### src/rtl/cmdp_pkg.sv
package cmdp_pkg;
  localparam int BYTE_W = 8;
  localparam int CMD_W  = 3;
  localparam int ADR_W  = 3;
  localparam int MODE_W = 3;

  localparam logic [CMD_W-1:0] C_GRST  = 3'b000;
  localparam logic [CMD_W-1:0] C_CRST  = 3'b001;
  localparam logic [CMD_W-1:0] C_RSYNC = 3'b010;
  localparam logic [CMD_W-1:0] C_RSVD  = 3'b011;
  localparam logic [CMD_W-1:0] C_STAT  = 3'b100;
  localparam logic [CMD_W-1:0] C_COEF  = 3'b101;

  typedef enum logic [2:0] {
    K_MODE,   // write operating mode
    K_GRST,   // device soft reset
    K_CRST,   // channel soft reset
    K_RSYNC,  // PCM resynchronisation
    K_XFER,   // two-byte transfer start
    K_BAD1,   // rejected, single byte
    K_BAD2    // rejected, swallow next byte
  } kind_t;
endpackage

### src/rtl/cmdp_decode.sv
module cmdp_decode
  import cmdp_pkg::*;
#(
  parameter int NCH = 2
) (
  input  logic              op,
  input  logic [CMD_W-1:0]  cmd,
  input  logic [ADR_W-1:0]  adr,
  output kind_t             kind,
  output logic              adr_ok
);
  localparam logic [ADR_W-1:0] NCH_A = ADR_W'(NCH);

  always_comb begin
    adr_ok = (adr < NCH_A);
    kind   = K_BAD1;
    if (!op) begin
      kind = (adr_ok && cmd != C_RSVD) ? K_MODE : K_BAD1;
    end else begin
      unique case (cmd)
        C_GRST:         kind = K_GRST;
        C_CRST:         kind = adr_ok ? K_CRST : K_BAD1;
        C_RSYNC:        kind = K_RSYNC;
        C_RSVD:         kind = K_BAD1;
        C_STAT, C_COEF: kind = adr_ok ? K_XFER : K_BAD2;
        default:        kind = K_BAD2;
      endcase
    end
  end
endmodule

### src/rtl/cmdp_seq.sv
module cmdp_seq
  import cmdp_pkg::*;
#(
  parameter int NCH = 2,
  localparam int CH_W = (NCH > 1) ? $clog2(NCH) : 1
) (
  input  logic              clk,
  input  logic              rst,
  input  logic              frame_abort,
  input  logic              byte_vld,
  input  logic [BYTE_W-1:0] byte_dat,
  input  logic              pcm_strap,
  input  kind_t             kind,
  input  logic [CH_W-1:0]   chan,
  output logic              act_grst,
  output logic [NCH-1:0]    act_crst,
  output logic              act_mwr,
  output logic              glob_rst_p,
  output logic [NCH-1:0]    chan_rst_p,
  output logic              resync_p,
  output logic              err_p,
  output logic              txn_vld,
  output logic              txn_coef,
  output logic [CH_W-1:0]   txn_chan,
  output logic [BYTE_W-1:0] txn_sub
);
  logic            wait2, drop2, pend_coef;
  logic [CH_W-1:0] pend_chan;
  logic            take, first, second;

  assign take   = byte_vld && !frame_abort;
  assign first  = take && !wait2;
  assign second = take && wait2;

  always_comb begin
    act_grst = first && (kind == K_GRST);
    act_mwr  = first && (kind == K_MODE);
    for (int i = 0; i < NCH; i++)
      act_crst[i] = first && (kind == K_CRST) && (chan == CH_W'(i));
  end

  always_ff @(posedge clk) begin
    if (rst) begin
      wait2      <= 1'b0;
      drop2      <= 1'b0;
      pend_coef  <= 1'b0;
      pend_chan  <= '0;
      glob_rst_p <= 1'b0;
      chan_rst_p <= '0;
      resync_p   <= 1'b0;
      err_p      <= 1'b0;
      txn_vld    <= 1'b0;
      txn_coef   <= 1'b0;
      txn_chan   <= '0;
      txn_sub    <= '0;
    end else begin
      glob_rst_p <= act_grst;
      chan_rst_p <= act_crst;
      resync_p   <= first && (kind == K_RSYNC) && pcm_strap;
      err_p      <= first && (kind == K_BAD1 || kind == K_BAD2);
      txn_vld    <= second && !drop2;
      if (second && !drop2) begin
        txn_coef <= pend_coef;
        txn_chan <= pend_chan;
        txn_sub  <= byte_dat;
      end
      if (frame_abort) begin
        wait2 <= 1'b0;
      end else if (first) begin
        wait2     <= (kind == K_XFER) || (kind == K_BAD2);
        drop2     <= (kind == K_BAD2);
        pend_coef <= (byte_dat[6:4] == C_COEF);
        pend_chan <= chan;
      end else if (second) begin
        wait2 <= 1'b0;
      end
    end
  end
endmodule

### src/rtl/cmdp_mode_bank.sv
module cmdp_mode_bank
  import cmdp_pkg::*;
#(
  parameter int NCH = 2,
  localparam int CH_W = (NCH > 1) ? $clog2(NCH) : 1
) (
  input  logic                  clk,
  input  logic                  rst,
  input  logic                  grst,
  input  logic [NCH-1:0]        crst,
  input  logic                  mwr,
  input  logic [CH_W-1:0]       mwr_chan,
  input  logic [MODE_W-1:0]     mwr_val,
  output logic [NCH*MODE_W-1:0] modes
);
  for (genvar i = 0; i < NCH; i++) begin : g_ch
    logic [MODE_W-1:0] m_q;
    always_ff @(posedge clk) begin
      if (rst || grst || crst[i])
        m_q <= '0;
      else if (mwr && mwr_chan == CH_W'(i))
        m_q <= mwr_val;
    end
    assign modes[i*MODE_W +: MODE_W] = m_q;
  end
endmodule

### src/rtl/dual_chan_cmd_parser.sv
module dual_chan_cmd_parser
  import cmdp_pkg::*;
#(
  parameter int NCH = 2
) (
  input  logic                                clk,
  input  logic                                rst,
  input  logic                                frame_abort,
  input  logic                                byte_vld,
  input  logic [7:0]                          byte_dat,
  input  logic                                pcm_strap,
  output logic                                glob_rst_p,
  output logic [NCH-1:0]                      chan_rst_p,
  output logic                                resync_p,
  output logic                                err_p,
  output logic [NCH*3-1:0]                    chan_mode,
  output logic                                txn_vld,
  output logic                                txn_coef,
  output logic [((NCH>1)?$clog2(NCH):1)-1:0]  txn_chan,
  output logic [7:0]                          txn_sub
);
  localparam int CH_W = (NCH > 1) ? $clog2(NCH) : 1;

  kind_t           kind;
  logic            adr_ok;
  logic            act_grst, act_mwr;
  logic [NCH-1:0]  act_crst;
  logic [CH_W-1:0] chan;

  assign chan = byte_dat[CH_W-1:0];

  cmdp_decode #(.NCH(NCH)) u_dec (
    .op     (byte_dat[7]),
    .cmd    (byte_dat[6:4]),
    .adr    (byte_dat[2:0]),
    .kind   (kind),
    .adr_ok (adr_ok)
  );

  cmdp_seq #(.NCH(NCH)) u_seq (
    .clk, .rst, .frame_abort, .byte_vld, .byte_dat, .pcm_strap,
    .kind, .chan,
    .act_grst, .act_crst, .act_mwr,
    .glob_rst_p, .chan_rst_p, .resync_p, .err_p,
    .txn_vld, .txn_coef, .txn_chan, .txn_sub
  );

  cmdp_mode_bank #(.NCH(NCH)) u_modes (
    .clk, .rst,
    .grst     (act_grst),
    .crst     (act_crst),
    .mwr      (act_mwr && adr_ok),
    .mwr_chan (chan),
    .mwr_val  (byte_dat[6:4]),
    .modes    (chan_mode)
  );
endmodule

### config.mk
export PLATFORM = sky130hd
export DESIGN_NAME = dual_chan_cmd_parser
export DESIGN_NICKNAME = d
export VERILOG_FILES = /design/src/rtl/cmdp_pkg.sv /design/src/rtl/cmdp_decode.sv /design/src/rtl/cmdp_seq.sv /design/src/rtl/cmdp_mode_bank.sv /design/src/rtl/dual_chan_cmd_parser.sv
export SDC_FILE = /design/constraint.sdc
export NUM_CORES = 1
export LEC_CHECK = 0
export BUFFER_PORTS_ARGS = -buffer_cell sky130_fd_sc_hd__buf_4
export CAP_MARGIN = 20
export CORE_MARGIN = 2
export CORE_UTILIZATION = 40
export CTS_BUF_LIST = sky130_fd_sc_hd__clkbuf_8 sky130_fd_sc_hd__clkbuf_16
export DETAILED_ROUTE_END_ITERATION = 10
export PLACE_DENSITY_LB_ADDON = 0.12
export SLEW_MARGIN = 20
export SYNTH_ARGS = -nofsm -noshare
export SYNTH_HDL_FRONTEND = slang
export SYNTH_SLANG_ARGS = --single-unit
### constraint.sdc
create_clock -name clk -period 4 [get_ports clk]
set_input_delay 0.4 -clock clk [delete_from_list [all_inputs] [get_ports clk]]
set_output_delay 0.4 -clock clk [all_outputs]
set_load 0.03 [all_outputs]
==> impl_metrics.json, run 1 <==
{
  "clkTransAtPathRegs_ns": 0.08,
  "htree_levels": 1,
  "dr_total_vias": 1051,
  "postSynthCellCount": 134,
  "design.die.area_mm2": 0.00327,
  "synth_top_area_cell": "dfxtp_1",
  "end_kind": "register",
  "wl_per_cell_um": 12.9,
  "rsz0062_at_grt": "false",
  "grt_max_degree": 18,
  "grt_pass1_vias": 941,
  "numPortBuffers": 34,
  "final-setup-viol-count": 0,
  "synth_edf_count": 0,
  "reg.largest.list": "u_seq.txn_sub: 8 flops, u_modes.g_ch.m_q: 6 flops, u_seq.chan_rst_p: 2 flops",
  "drive_gt1_frac": 0.274,
  "floorplan.core_area_mm2": 0.00273,
  "dp_hpwl_um": 1900,
  "dr.pass1.iters": 4,
  "startpoint_type": "register",
  "ios": 35,
  "area_growth_pct": 28.5,
  "drt-initial-drc-count": 34,
  "cp_max_fo": 7,
  "hold_path_class": "in -> reg",
  "leakagePower_nw": 0.568,
  "status": "finished clean",
  "synth_warnings": 0,
  "synth_top_cell_area_share": 0.460,
  "start_util": 0.414,
  "fin_crit_ns": 1.50,
  "cts_num_sinks": 26,
  "final.setup_skew_ns": 0.00352,
  "grt_overflow_total": 0,
  "syn_nets": 147,
  "vias_per_cell": 5.39,
  "finalHoldViolations": 0,
  "slew_viol_final": 0,
  "synth-main-ff-cell": "dfxtp_1",
  "drt_wl_total_um": 2510,
  "cts_tree": "done",
  "synth_area_leaders": "dfxtp_1, nand2_1, a21oi_1",
  "numCtsBuffers": 3,
  "fin_ws_ns": 2.50,
  "ir_drop_uv": 204,
  "fin_nets": 178,
  "p_per_area_mw_per_mm2": 360,
  "fin_tns_setup_ns": 0,
  "cp.arrival_ns": 1.65,
  "path_class": "reg -> reg",
  "gp_congestion": 0.761,
  "die_x_um": 57.2,
  "cts_resized": 0,
  "cts_setup_buffers": 0,
  "clk_latency_ns": 0.27,
  "critical_path_required_ns": 4.15,
  "cts_buffer_depth": 2,
  "design_area_mm2": 0.00146,
  "grtUsageTotal": 0.160,
  "place_ws_ns": 2.24,
  "clock-root-buffer": "clkbuf_8",
  "avgSynthCellArea_um2": 8.45,
  "largest_reg_flops": 8,
  "synthesis.area_mm2": 0.00113,
  "synth-async-reset-ratio": 0,
  "synth_seq_area_share": 0.460,
  "cts_hold_buf": 0,
  "grt_pass1_wl_um": 4060,
  "placed_area_mm2": 0.00138,
  "die_h_um": 57.2,
  "maxSlewHeadroom": 0.658,
  "drc": 0,
  "synth.distinct_cells": 29,
  "fmax_ghz": 0.667,
  "synth.most_common_cell": "nand2_1",
  "row_count": 19,
  "worst_pin_slew_ns": 0.512,
  "n_antenna_cell": 0,
  "synth_commonest_cells": "nand2_1, dfxtp_1, a21oi_1",
  "top_register": "u_seq.txn_sub",
  "cap_violations": 0,
  "ant_nets": 0,
  "synth-seq-cells": 26,
  "antenna_found_initial": 0,
  "period_share": 0.375
}
==> placed cells by master (no fill, tap or decap), drive strengths merged, types with 3 or more instances in the layout <==
cell type,Yosys,final
a21oi,20,20
buf,5,34
nand3,9,9
dfxtp,26,26
o21ai,7,7
nor2,5,5
nor3,5,5
clkbuf,3,3
nor2b,5,5
nand2,28,28
==> area by class of cell <==
cell class / count / area, µm²
flip-flops and latches: 26 / 520
clock inverters: 1 / 30.0
repair buffers: 34 / 255
inverters: 2 / 7.51
multi-input cells: 98 / 562
clock buffers: 3 / 41.3
fillers: 274 / 1280
well taps: 31 / 38.8
==> power breakdown <==
group	internal [mW]	leakage [nW]	total, mW	switching [mW]
Sequential	0.261	0.210	0.262	0.00127
Clock	0.134	0.0357	0.213	0.0791
Combinational	0.0193	0.323	0.0492	0.0299
Total	0.414	0.568	0.524	0.110
==> metal layers <==
metal | wire [µm] | track usage
met1 | 1060 | 0.191
met2 | 1300 | 0.278
met3 | 125 | 0.0295
met5 | 0 | 0
met4 | 32 | 0.0764
==> worst max-delay path, stage by stage (launching register included) <==
cell       delay (ns)
dfxtp_1          0.37
nor3b_4          0.36
o2111ai_1        0.26
o31ai_2          0.31
a21oi_1          0.07
==> metrics by stage <==
step           hold slack, ns  utilization  instances  power [mW]
2_1_floorplan           0.432            -        134       0.299
3_3_place_gp            0.442        0.506        191       0.317
3_5_place_dp            0.448        0.506        191       0.318
4_1_cts                 0.336        0.532        195       0.533
5_1_grt                 0.329        0.532        195       0.549
6_report                0.340        0.532        195       0.524
==> kinds of logic after synthesis <==
group                  after synthesis  synth area share
AO/OA/AOI/OAI                       38             0.219
buffers and inverters               10            0.0442
flip-flops                          26             0.460
multiplexers                         2            0.0188
AND/OR/NAND/NOR                     58             0.259
==> worst paths after layout <==
| check | start | slack [ns] | to | cells past startpoint |
|---|---|---|---|---|
| max | u_seq.wait2 | 2.50 | u_modes.g_ch[1].m_q[2] | 4 |
| min | frame_abort | 0.34 | u_seq.wait2 | 2 |
| max reg2reg | u_seq.wait2 | 2.50 | u_modes.g_ch[1].m_q[2] | 4 |
| min reg2reg | u_seq.pend_chan | 0.46 | u_seq.txn_chan | 2 |
Note: power is estimated with default switching activity, not from simulation.
==> inputs of run 2 (changes only) <==
Clock period 4 ns to 1.4 ns, I/O delays scaled along.
==> impl_metrics.json, run 2 (same netlist as run 1, synthesis figures left out) <==
{
  "drc": 0,
  "die_x_um": 57.2,
  "numCtsBuffers": 3,
  "final_cell_mix": "buf_4, nand2_1, dfxtp_1",
  "dr.max_layer_used": "met4",
  "worst_pin_slew_ns": 0.566,
  "clkTransAtPathRegs_ns": 0.09,
  "slew_viol_final": 0,
  "vias_per_cell": 5.43,
  "grt_pass1_vias": 1070,
  "n_antenna_cell": 0,
  "floorplan.core_area_mm2": 0.00273,
  "fmax_ghz": 0.738,
  "power.switching_mw": 0.337,
  "cp_cell_sequence": "nor3b_4 -> buf_6 -> o2111ai_4 -> o31ai_4 -> a21oi_1",
  "final-setup-viol-count": 0,
  "grtUsageTotal": 0.167,
  "htree_levels": 1,
  "fin_crit_ns": 1.36,
  "n_fill_cell": 247,
  "wl_met2_um": 1380,
  "final_common_cell": "buf_4",
  "finalHoldViolations": 0,
  "grt_pass1_wl_um": 4400,
  "multi_input_area_um2": 636,
  "fin_cells": 200,
  "maxSlewHeadroom": 0.621,
  "grt_max_degree": 18,
  "cts_tree": "done",
  "startpoint_type": "register",
  "period_share": 0.968,
  "drive_gt1_frac": 0.331,
  "cts_num_sinks": 26,
  "status": "finished clean",
  "cap_violations": 0,
  "ios": 35,
  "critical_path_required_ns": 1.56,
  "p_comb_frac": 0.112,
  "cts_buffer_depth": 2,
  "wl_met3_um": 106,
  "die_h_um": 57.2,
  "ff_latch_area_um2": 522,
  "switching_share": 0.220,
  "antenna_found_initial": 0,
  "cp_max_fo": 5,
  "ant_nets": 0,
  "drt_wl_total_um": 2640,
  "cp_top_family": "compound AO/OA/AOI/OAI gates",
  "cp_slowest_cell": "dfxtp_2",
  "clock-root-buffer": "clkbuf_8",
  "design.die.area_mm2": 0.00327,
  "rsz0062_at_grt": "true",
  "cts_hold_buf": 0,
  "routedLengthMet1_um": 1130,
  "largest_reg_flops": 8,
  "gp_congestion": 0.833,
  "reg.largest.list": "u_seq.txn_sub: 8 flops, u_modes.g_ch.m_q: 6 flops, u_seq.chan_rst_p: 2 flops",
  "cp.arrival_ns": 1.51,
  "p_per_area_mw_per_mm2": 976,
  "start_util": 0.414,
  "p_total_mw": 1.53,
  "internal_power_mw": 1.20,
  "area_growth_pct": 38.8,
  "place_ws_ns": -0.0319,
  "path_class": "reg -> reg",
  "numPortBuffers": 34,
  "cpPeakStageDelay_ns": 0.36,
  "ir_drop_uv": 569,
  "row_count": 19,
  "path_buf_inv": 1,
  "wl_per_cell_um": 13.2,
  "final.setup_skew_ns": 0.00219,
  "drt-initial-drc-count": 25,
  "dp_cells": 195,
  "grt_overflow_total": 0,
  "fin_ws_ns": 0.0445,
  "dr.pass1.iters": 4,
  "leakagePower_nw": 0.599,
  "dr_total_vias": 1085,
  "top_register": "u_seq.txn_sub",
  "hold_path_class": "in -> reg",
  "fin_tns_setup_ns": 0,
  "end_kind": "register",
  "p_seq_frac": 0.488,
  "p_clk_frac": 0.400,
  "fin_nets": 183,
  "clk_latency_ns": 0.27,
  "dp_hpwl_um": 1980
}
-- run 2: changes by cell type in the layout (fill, tap and decap cells not counted), moves of 2 or more --
cell | previous run | this run
o31ai_2 | 2 | 0
buf_4 | 34 | 38
nor3_1 | 5 | 3
o31ai_4 | 0 | 2
o2111ai_4 | 0 | 2
nor3_2 | 0 | 2
-- run 2: per-stage QoR --
step	hold WS [ns]	util	cell area, µm²
floorplan	0.217	-	1130
global placement	0.354	0.517	1410
detailed placement	0.362	0.517	1410
CTS	0.0752	0.551	1510
global route	0.0699	0.575	1570
finish	0.0693	0.575	1570
-- run 2: cell type report --
type / instances / area share
multi-input cells: 98 / 0.404
flip-flops and latches: 26 / 0.332
repair buffers: 39 / 0.189
clock buffers: 3 / 0.0263
well taps: 31 / 0.0247
clock inverters: 1 / 0.0191
inverters: 2 / 0.00478
-- run 2: worst paths after layout --
check,startpoint,endpoint,slack [ns],depth (start not counted)
max,u_seq.wait2,u_modes.g_ch[1].m_q[0],0.04,5
min,frame_abort,u_seq.wait2,0.07,2
max reg2reg,u_seq.wait2,u_modes.g_ch[1].m_q[0],0.04,5
min reg2reg,u_seq.txn_sub[4],u_seq.txn_sub[4],0.46,2
-- run 2: power by group through the flow --
stage | Combinational (mW) | Clock, mW | Sequential, mW
after floorplan | 0.0837 | 0 | 0.772
after global placement | 0.146 | 0 | 0.766
after detailed placement | 0.148 | 0 | 0.766
after CTS | 0.154 | 0.635 | 0.749
after global routing | 0.188 | 0.655 | 0.750
final | 0.172 | 0.613 | 0.749
-- run 2: worst register-to-register path, stage by stage, from the launching register on --
cell	delay, ns
dfxtp_2	0.36
nor3b_4	0.21
buf_6	0.16
o2111ai_4	0.13
o31ai_4	0.32
a21oi_1	0.07
-- run 2: repair_timing --
action	4_1_cts	5_1_grt
setup endpoints to repair	6	9
gates cloned	0	0
setup buffers	0	1
pin swaps	1	2
gates resized for setup	3	9
-- run 2: layer usage --
layer	vias up	track usage
met5	-	0
met4	0	0.0598
met3	4	0.0340
met2	23	0.304
met1	513	0.194
li1	545	-
